$ cat src/rtl/sbc_pkg.sv
package sbc_pkg;

  localparam int WORD_W = 32;

  typedef enum logic [3:0] {
    OP_NOP = 4'd0,
    OP_ADD = 4'd1,
    OP_SUB = 4'd2,
    OP_MOV = 4'd3,
    OP_LD  = 4'd4,
    OP_ST  = 4'd5,
    OP_JMP = 4'd6,
    OP_LI  = 4'd7,
    OP_LIW = 4'd8
  } opcode_e;

  // One gating line per register transfer; *_out drive the bus, *_in load from it.
  typedef struct packed {
    logic pc_out;
    logic z_out;
    logic mdr_out;
    logic gpr_out;
    logic tmp_out;
    logic imm_out;
    logic pc_in;
    logic ir_in;
    logic mar_in;
    logic mdr_in;
    logic y_in;
    logic z_in;
    logic tmp_in;
    logic gpr_in;
    logic gpr_src2;  // register read port picks second source field
    logic sel4;      // ALU operand A: constant 4 instead of Y
    logic alu_sub;
    logic rd_start;
    logic wr_start;
    logic wait_mem;  // step holds until acknowledge
    logic last;      // step returns to zero
  } ctrl_t;

endpackage

$ cat src/rtl/sbc_gpr.sv
module sbc_gpr #(
  parameter int NREG   = 16,
  parameter int DATA_W = 32,
  localparam int AW    = $clog2(NREG)
) (
  input  logic              clk,
  input  logic              rst_n,
  input  logic              we,
  input  logic [AW-1:0]     waddr,
  input  logic [DATA_W-1:0] wdata,
  input  logic [AW-1:0]     raddr,
  output logic [DATA_W-1:0] rdata
);

  logic [DATA_W-1:0] regs [NREG];

  for (genvar i = 0; i < NREG; i++) begin : g_reg
    always_ff @(posedge clk or negedge rst_n) begin
      if (!rst_n) begin
        regs[i] <= '0;
      end else if (we && waddr == AW'(i)) begin
        regs[i] <= wdata;
      end
    end
  end

  assign rdata = regs[raddr];

endmodule

$ cat src/rtl/sbc_alu.sv
module sbc_alu #(
  parameter int DATA_W = 32
) (
  input  logic              sel4,
  input  logic              sub,
  input  logic [DATA_W-1:0] y_val,
  input  logic [DATA_W-1:0] b_val,
  output logic [DATA_W-1:0] result
);

  logic [DATA_W-1:0] a_val;

  // Operand A selector: scratch register Y or the fetch increment.
  assign a_val  = sel4 ? DATA_W'(4) : y_val;
  assign result = sub ? (a_val - b_val) : (a_val + b_val);

endmodule

$ cat src/rtl/sbc_ctrl.sv
module sbc_ctrl
  import sbc_pkg::*;
#(
  parameter int STEP_W = 3
) (
  input  logic       clk,
  input  logic       rst_n,
  input  logic [3:0] opcode,
  input  logic       mem_ack,
  output ctrl_t      ctl
);

  localparam logic [STEP_W-1:0] T0 = STEP_W'(0);
  localparam logic [STEP_W-1:0] T1 = STEP_W'(1);
  localparam logic [STEP_W-1:0] T2 = STEP_W'(2);
  localparam logic [STEP_W-1:0] T3 = STEP_W'(3);
  localparam logic [STEP_W-1:0] T4 = STEP_W'(4);
  localparam logic [STEP_W-1:0] T5 = STEP_W'(5);

  logic [STEP_W-1:0] step;
  opcode_e           op;

  assign op = opcode_e'(opcode);

  always_comb begin
    ctl = '0;
    unique case (step)
      T0: begin  // address out, read, PC+4 into Z
        ctl.pc_out = 1'b1; ctl.mar_in = 1'b1; ctl.rd_start = 1'b1;
        ctl.sel4 = 1'b1; ctl.z_in = 1'b1;
      end
      T1: begin
        ctl.z_out = 1'b1; ctl.pc_in = 1'b1; ctl.wait_mem = 1'b1;
      end
      T2: begin
        ctl.mdr_out = 1'b1; ctl.ir_in = 1'b1;
      end
      T3: begin
        unique case (op)
          OP_ADD, OP_SUB: begin ctl.gpr_out = 1'b1; ctl.y_in = 1'b1; end
          OP_MOV: begin ctl.gpr_out = 1'b1; ctl.tmp_in = 1'b1; end
          OP_LI: begin ctl.imm_out = 1'b1; ctl.gpr_in = 1'b1; ctl.last = 1'b1; end
          OP_LD: begin ctl.gpr_out = 1'b1; ctl.mar_in = 1'b1; ctl.rd_start = 1'b1; end
          OP_ST: begin ctl.gpr_out = 1'b1; ctl.mar_in = 1'b1; end
          OP_JMP: begin ctl.gpr_out = 1'b1; ctl.pc_in = 1'b1; ctl.last = 1'b1; end
          OP_LIW: begin
            ctl.pc_out = 1'b1; ctl.mar_in = 1'b1; ctl.rd_start = 1'b1;
            ctl.sel4 = 1'b1; ctl.z_in = 1'b1;
          end
          default: ctl.last = 1'b1;
        endcase
      end
      T4: begin
        unique case (op)
          OP_ADD, OP_SUB: begin
            ctl.gpr_out = 1'b1; ctl.gpr_src2 = 1'b1; ctl.z_in = 1'b1;
            ctl.alu_sub = (op == OP_SUB);
          end
          OP_MOV: begin ctl.tmp_out = 1'b1; ctl.gpr_in = 1'b1; ctl.last = 1'b1; end
          OP_LD: ctl.wait_mem = 1'b1;
          OP_ST: begin
            ctl.gpr_out = 1'b1; ctl.gpr_src2 = 1'b1; ctl.mdr_in = 1'b1;
            ctl.wr_start = 1'b1;
          end
          OP_LIW: begin ctl.z_out = 1'b1; ctl.pc_in = 1'b1; ctl.wait_mem = 1'b1; end
          default: ctl.last = 1'b1;
        endcase
      end
      T5: begin
        unique case (op)
          OP_ADD, OP_SUB: begin ctl.z_out = 1'b1; ctl.gpr_in = 1'b1; end
          OP_LD, OP_LIW: begin ctl.mdr_out = 1'b1; ctl.gpr_in = 1'b1; end
          OP_ST: ctl.wait_mem = 1'b1;
          default: ;
        endcase
        ctl.last = 1'b1;
      end
      default: ctl.last = 1'b1;
    endcase
  end

  always_ff @(posedge clk or negedge rst_n) begin
    if (!rst_n) begin
      step <= T0;
    end else if (ctl.wait_mem && !mem_ack) begin
      step <= step;
    end else if (ctl.last) begin
      step <= T0;
    end else begin
      step <= step + STEP_W'(1);
    end
  end

endmodule

$ cat src/rtl/sbc_core.sv
module sbc_core
  import sbc_pkg::*;
#(
  parameter int ADDR_W = 32,
  parameter int NREG   = 16,
  parameter int STEP_W = 3
) (
  input  logic              clk,
  input  logic              rst_n,
  output logic [ADDR_W-1:0] mem_addr,
  output logic              mem_rd_req,
  output logic              mem_wr_req,
  output logic [WORD_W-1:0] mem_wdata,
  input  logic [WORD_W-1:0] mem_rdata,
  input  logic              mem_ack
);

  localparam int RAW = $clog2(NREG);

  ctrl_t             c;
  logic [WORD_W-1:0] bus, alu_res, gpr_rd;
  logic [ADDR_W-1:0] pc, mar;
  logic [WORD_W-1:0] ir, mdr, y_r, z_r, tmp_r;
  logic              rd_pend, wr_pend;
  logic [RAW-1:0]    f_rd, f_rs1, f_rs2;

  assign f_rd  = ir[24 +: RAW];
  assign f_rs1 = ir[20 +: RAW];
  assign f_rs2 = ir[16 +: RAW];

  sbc_ctrl #(.STEP_W(STEP_W)) u_ctrl (
    .clk(clk), .rst_n(rst_n), .opcode(ir[31:28]), .mem_ack(mem_ack), .ctl(c)
  );

  sbc_gpr #(.NREG(NREG), .DATA_W(WORD_W)) u_gpr (
    .clk(clk), .rst_n(rst_n), .we(c.gpr_in), .waddr(f_rd), .wdata(bus),
    .raddr(c.gpr_src2 ? f_rs2 : f_rs1), .rdata(gpr_rd)
  );

  sbc_alu #(.DATA_W(WORD_W)) u_alu (
    .sel4(c.sel4), .sub(c.alu_sub), .y_val(y_r), .b_val(bus), .result(alu_res)
  );

  // Bus built as AND-OR of gated sources; the decoder enables at most one.
  always_comb begin
    bus = '0;
    if (c.pc_out)  bus = bus | WORD_W'(pc);
    if (c.z_out)   bus = bus | z_r;
    if (c.mdr_out) bus = bus | mdr;
    if (c.gpr_out) bus = bus | gpr_rd;
    if (c.tmp_out) bus = bus | tmp_r;
    if (c.imm_out) bus = bus | {16'b0, ir[15:0]};
  end

  always_ff @(posedge clk or negedge rst_n) begin
    if (!rst_n) begin
      pc <= '0; mar <= '0; ir <= '0; y_r <= '0; z_r <= '0; tmp_r <= '0;
    end else begin
      if (c.pc_in)  pc    <= bus[ADDR_W-1:0];
      if (c.mar_in) mar   <= bus[ADDR_W-1:0];
      if (c.ir_in)  ir    <= bus;
      if (c.y_in)   y_r   <= bus;
      if (c.z_in)   z_r   <= alu_res;
      if (c.tmp_in) tmp_r <= bus;
    end
  end

  // Memory data register: loaded from memory on a read acknowledge, else from the bus.
  always_ff @(posedge clk or negedge rst_n) begin
    if (!rst_n) begin
      mdr <= '0;
    end else if (rd_pend && mem_ack) begin
      mdr <= mem_rdata;
    end else if (c.mdr_in) begin
      mdr <= bus;
    end
  end

  always_ff @(posedge clk or negedge rst_n) begin
    if (!rst_n) begin
      rd_pend <= 1'b0;
      wr_pend <= 1'b0;
    end else begin
      if (c.rd_start)    rd_pend <= 1'b1;
      else if (mem_ack)  rd_pend <= 1'b0;
      if (c.wr_start)    wr_pend <= 1'b1;
      else if (mem_ack)  wr_pend <= 1'b0;
    end
  end

  assign mem_addr   = mar;
  assign mem_rd_req = rd_pend;
  assign mem_wr_req = wr_pend;
  assign mem_wdata  = mdr;

  p_one_source_r4: assert property (@(posedge clk) disable iff (!rst_n)
    $onehot0({c.pc_out, c.z_out, c.mdr_out, c.gpr_out, c.tmp_out, c.imm_out}));

  p_rd_hold_r3: assert property (@(posedge clk) disable iff (!rst_n)
    mem_rd_req && !mem_ack |=> mem_rd_req && $stable(mem_addr));

  p_wr_hold_r3: assert property (@(posedge clk) disable iff (!rst_n)
    mem_wr_req && !mem_ack |=> mem_wr_req && $stable(mem_addr) && $stable(mem_wdata));

  p_req_drop_r3: assert property (@(posedge clk) disable iff (!rst_n)
    (mem_rd_req || mem_wr_req) && mem_ack |=> !mem_rd_req && !mem_wr_req);

  p_no_both_r3: assert property (@(posedge clk) disable iff (!rst_n)
    !(mem_rd_req && mem_wr_req));

  p_pend_waits_r3: assert property (@(posedge clk) disable iff (!rst_n)
    (mem_rd_req || mem_wr_req) |-> c.wait_mem);

  p_inc4_r2: assert property (@(posedge clk) disable iff (!rst_n)
    c.sel4 && c.z_in |=> z_r == $past(bus) + WORD_W'(4));

endmodule

$ cat config.mk
export PLATFORM = sky130hd
export DESIGN_NAME = sbc_core
export DESIGN_NICKNAME = d
export VERILOG_FILES = /design/src/rtl/sbc_pkg.sv /design/src/rtl/sbc_gpr.sv /design/src/rtl/sbc_alu.sv /design/src/rtl/sbc_ctrl.sv /design/src/rtl/sbc_core.sv
export SDC_FILE = /design/constraint.sdc
export NUM_CORES = 2
export LEC_CHECK = 0
export BUFFER_PORTS_ARGS = -buffer_cell sky130_fd_sc_hd__buf_2
export CAP_MARGIN = 0
export CELL_PAD_IN_SITES_DETAIL_PLACEMENT = 0
export CELL_PAD_IN_SITES_GLOBAL_PLACEMENT = 1
export CORE_AREA = 5 5 290 292
export CTS_BUF_LIST = sky130_fd_sc_hd__clkbuf_16
export DETAILED_ROUTE_END_ITERATION = 10
export DIE_AREA = 0 0 295 297
export PLACE_DENSITY_LB_ADDON = 0.12
export SLEW_MARGIN = 10
export SYNTH_ARGS = -nofsm -noshare
export SYNTH_HDL_FRONTEND = slang
export SYNTH_SLANG_ARGS = --single-unit
$ cat constraint.sdc
create_clock -name clk -period 6.3 [get_ports clk]
set_clock_uncertainty 0.2 [all_clocks]
set_input_delay 0.63 -clock clk [delete_from_list [all_inputs] [get_ports clk]]
set_output_delay 0.63 -clock clk [all_outputs]
set_load 0.03 [all_outputs]
==> results.sh <==
export IMPL_fill_cells=7610
export IMPL_firstDrtPassIters=6
export IMPL_die_w_microns=295
export IMPL_ant_nets=0
export IMPL_endpoint="z_r[27]"
export IMPL_drive_gt1_share_pct=18.8
export IMPL_pre_cts_ws_ns=-0.310
export IMPL_antenna_found_initial=2
export IMPL_slowest_delay_ns=0.44
export IMPL_synth_main_ff_cell="dfrtp_1"
export IMPL_status="finished, final reports clean"
export IMPL_drt_iter0_markers=2212
export IMPL_p_sw_share_pct=44.1
export IMPL_yosysSeqAreaShare_pct=52.3
export IMPL_power_leakage_nw=19.5
export IMPL_place_congestion=0.871
export IMPL_critPathLaunch="u_ctrl.step[1]"
export IMPL_final_common_cell="dfrtp_1"
export IMPL_async_flop_share_pct=100
export IMPL_place_area_sq_um=39600
export IMPL_die_area_sq_um=87600
export IMPL_yosysTopAreaCellShare_pct=52.3
export IMPL_rows=105
export IMPL_cts_clk_slew_worst_paths_ns=0.06
export IMPL_die_y_microns=297
export IMPL_reg2reg_depth=35
export IMPL_rsz0062_at_grt="true"
export IMPL_dp_final_hpwl_microns=76800
export IMPL_seqPwrFrac_pct=27.2
export IMPL_core_area_sq_um=81300
export IMPL_timing_final_crit_period_ns=6.30
export IMPL_initial_utilization_pct=43.6
export IMPL_grt_pass1_vias=29350
export IMPL_grt_max_degree=143
export IMPL_port_buffers=100
export IMPL_cp_end_kind="flop"
export IMPL_power_switching_mw=9.82
export IMPL_dp_cells=5140
export IMPL_slowest_stage="dfrtp_2"
export IMPL_synth_area_leaders="dfrtp_1, nand2_1, o21ai_0"
export IMPL_hold_class="input port to flop"
export IMPL_arrival_ns=6.61
export IMPL_postRouteWirelength_microns=121000
export IMPL_grt_usage_pct=27.1
export IMPL_ys_ff_latch=741
export IMPL_fin_crit_sh_pct=100
export IMPL_mostFrequentLayoutCells="dfrtp_1, nand2_1, o21ai_0"
export IMPL_grt_pass1_wl_microns=185000
export IMPL_slew_headroom_pct=17.8
export IMPL_total_power_mw=22.3
export IMPL_synth_cells=3926
export IMPL_synth_cell_types=84
export IMPL_timing_reg2reg_setup_slack_ns=0.001
export IMPL_crit_type="flop to flop"
export IMPL_stdcell_count=5348
export IMPL_clock_latency_ns=0.65
export IMPL_postSynthNetCount=4000
export IMPL_post_route_util_pct=53.3
export IMPL_synth_edf_count=0
export IMPL_htreeDepth=3
export IMPL_wl_per_cell_microns=22.6
export IMPL_yosys_warnings=0
export IMPL_syn_area_sq_um=35500
export IMPL_cts_root_buf="clkbuf_16"
export IMPL_syn2layout_area_growth_pct=22.3
export IMPL_cap_violations=0
export IMPL_yosysTopAreaCell="dfrtp_1"
export IMPL_drc_errors=0
export IMPL_cp_max_fo=5
export IMPL_final_nets=4285
export IMPL_slew_viol_final=0
export IMPL_start_kind="flop"
export IMPL_worst_pin_slew_ns=1.23
export IMPL_critical_path_required_ns=6.61
export IMPL_cts_made_buffers=83
export IMPL_fin_area_sq_um=43300
export IMPL_worst_slack_ns=0.00123
export IMPL_p_clk_share_pct=20.9
export IMPL_reg2reg_to="z_r[27]"
export IMPL_powerDensity_nw_per_um2=514
export IMPL_p_int_mw=12.4
export IMPL_clockBufferDepth=3
export IMPL_vias_per_cell=5.59
export IMPL_setup_viol=0
export IMPL_crit_reg2reg_launch="u_ctrl.step[1]"
export IMPL_cp_common_cell="buf_4"
export IMPL_via_count=29912
export IMPL_cts_tree="built"
export IMPL_fmax_mhz=159
export IMPL_comb_power_share_pct=51.9
export IMPL_n_antenna_cell=0
export IMPL_globalRoute_totalOverflow=0
export IMPL_num_io_pins=101
export IMPL_finalHoldViolCount=0
export IMPL_postSynthAreaPerCell_sq_um=9.03
export IMPL_ir_worst_vdd_mv=0.385
export IMPL_cts_sinks=741
layer usage:
metal	vias to the layer above	part of all wire, %	global-route usage (%)
li1	14253	-	-
met3	191	4.1	2.70
met1	14757	45	38.4
met2	711	48	44.7
met5	-	0	0
met4	0	2.8	7.48
power by group through the flow:
stage | Clock, mW | Combinational [mW] | Sequential (mW)
after floorplan | 0 | 5.58 | 6.40
after global placement | 0 | 10.9 | 6.12
after detailed placement | 0 | 11.0 | 6.13
after CTS | 4.75 | 11.3 | 6.05
after global routing | 4.92 | 12.4 | 6.15
final | 4.65 | 11.5 | 6.06
worst max-delay path: cells and delay by family, from the launching register on:
| kind | cells | cell delay, ns |
|---|---|---|
| AOI/OAI and AO/OA | 12 | 1.98 |
| DFF | 1 | 0.44 |
| xor gates and xnor gates | 2 | 0.33 |
| adders and majority gates | 2 | 0.45 |
| buffers and inverters | 10 | 1.43 |
| and+or+nand+nor | 9 | 1.33 |
per-stage QoR:
stage / hold slack [ns] / TNS [ns]
after global routing: 0.0311 / -0.936
after global placement: 0.253 / -0.938
after CTS: 0.0181 / 0
after detailed placement: 0.263 / -1.64
final: 0.0395 / 0
after floorplan: 0.134 / 0
timing repair:
item                       4_1_cts  5_1_grt
setup endpoints to repair       12       19
resized for setup               54       93
buffers inserted                10       15
hold endpoints to repair       112        0
pin swaps                       22       44
gates cloned                     3        0
hold buffers                    32        0
how the worst min path moves through the flow:
stage / startpoint / end / cells after the start
after CTS: mem_rdata[8] / mem_wdata[8] / 3
after floorplan: rst_n / ir[0] / 0
after global routing: mem_rdata[8] / mem_wdata[8] / 3
after global placement: y_r[30] / y_r[30] / 2
after detailed placement: y_r[20] / y_r[20] / 2
final: mem_rdata[8] / mem_wdata[8] / 3
synthesized netlist by cell type (10+ instances only):
library cell,instances
clkbuf_1,279
a222oi_1,23
ha_1,38
and2_1,43
xor2_1,28
nand2b_1,13
o31ai_1,18
nor2_1,342
a311oi_1,36
nor2b_1,10
o31a_1,37
a31oi_1,55
inv_1,56
xnor2_1,24
buf_1,35
nand3_1,85
a21boi_0,15
mux2i_1,111
a221o_1,15
nand2_1,751
a221oi_1,10
and3_1,27
a21o_1,17
a21oi_1,330
mux2_2,10
dfrtp_1,741
a211oi_1,77
o21ai_0,502
buf_2,32
cell families (layout without fill, tap and decap cells):
group	Yosys count	count (layout)	share of synthesized area [%]
and+or+nand+nor	1343	1343	16.4
AOI/OAI and AO/OA	1226	1227	20.8
DFF	741	741	52.3
buffers and inverters	404	755	4.43
muxes	121	121	3.45
xor gates and xnor gates	52	52	1.28
adders and majority gates	39	39	1.40
cell type report:
class | count | area [sq um] | area share (%)
Timing Repair Buffer | 547 | 4380 | 10.1
Inverter | 56 | 215 | 0.497
Clock buffer | 84 | 2100 | 4.85
Sequential cell | 741 | 18500 | 42.8
Clock inverter | 68 | 465 | 1.07
Multi-Input combinational cell | 2782 | 16300 | 37.6
Tap cell | 1070 | 1340 | 3.09
sequential cells by signal, indices dropped and copies added, names as in the netlist:
name,count
z_r,32
mem_wr_req,1
tmp_r,32
y_r,32
mem_wdata,32
ir,32
u_ctrl.step,3
mem_rd_req,1
u_gpr.regs,512
pc,32
mem_addr,32
Power figures use the tool's default switching activity.
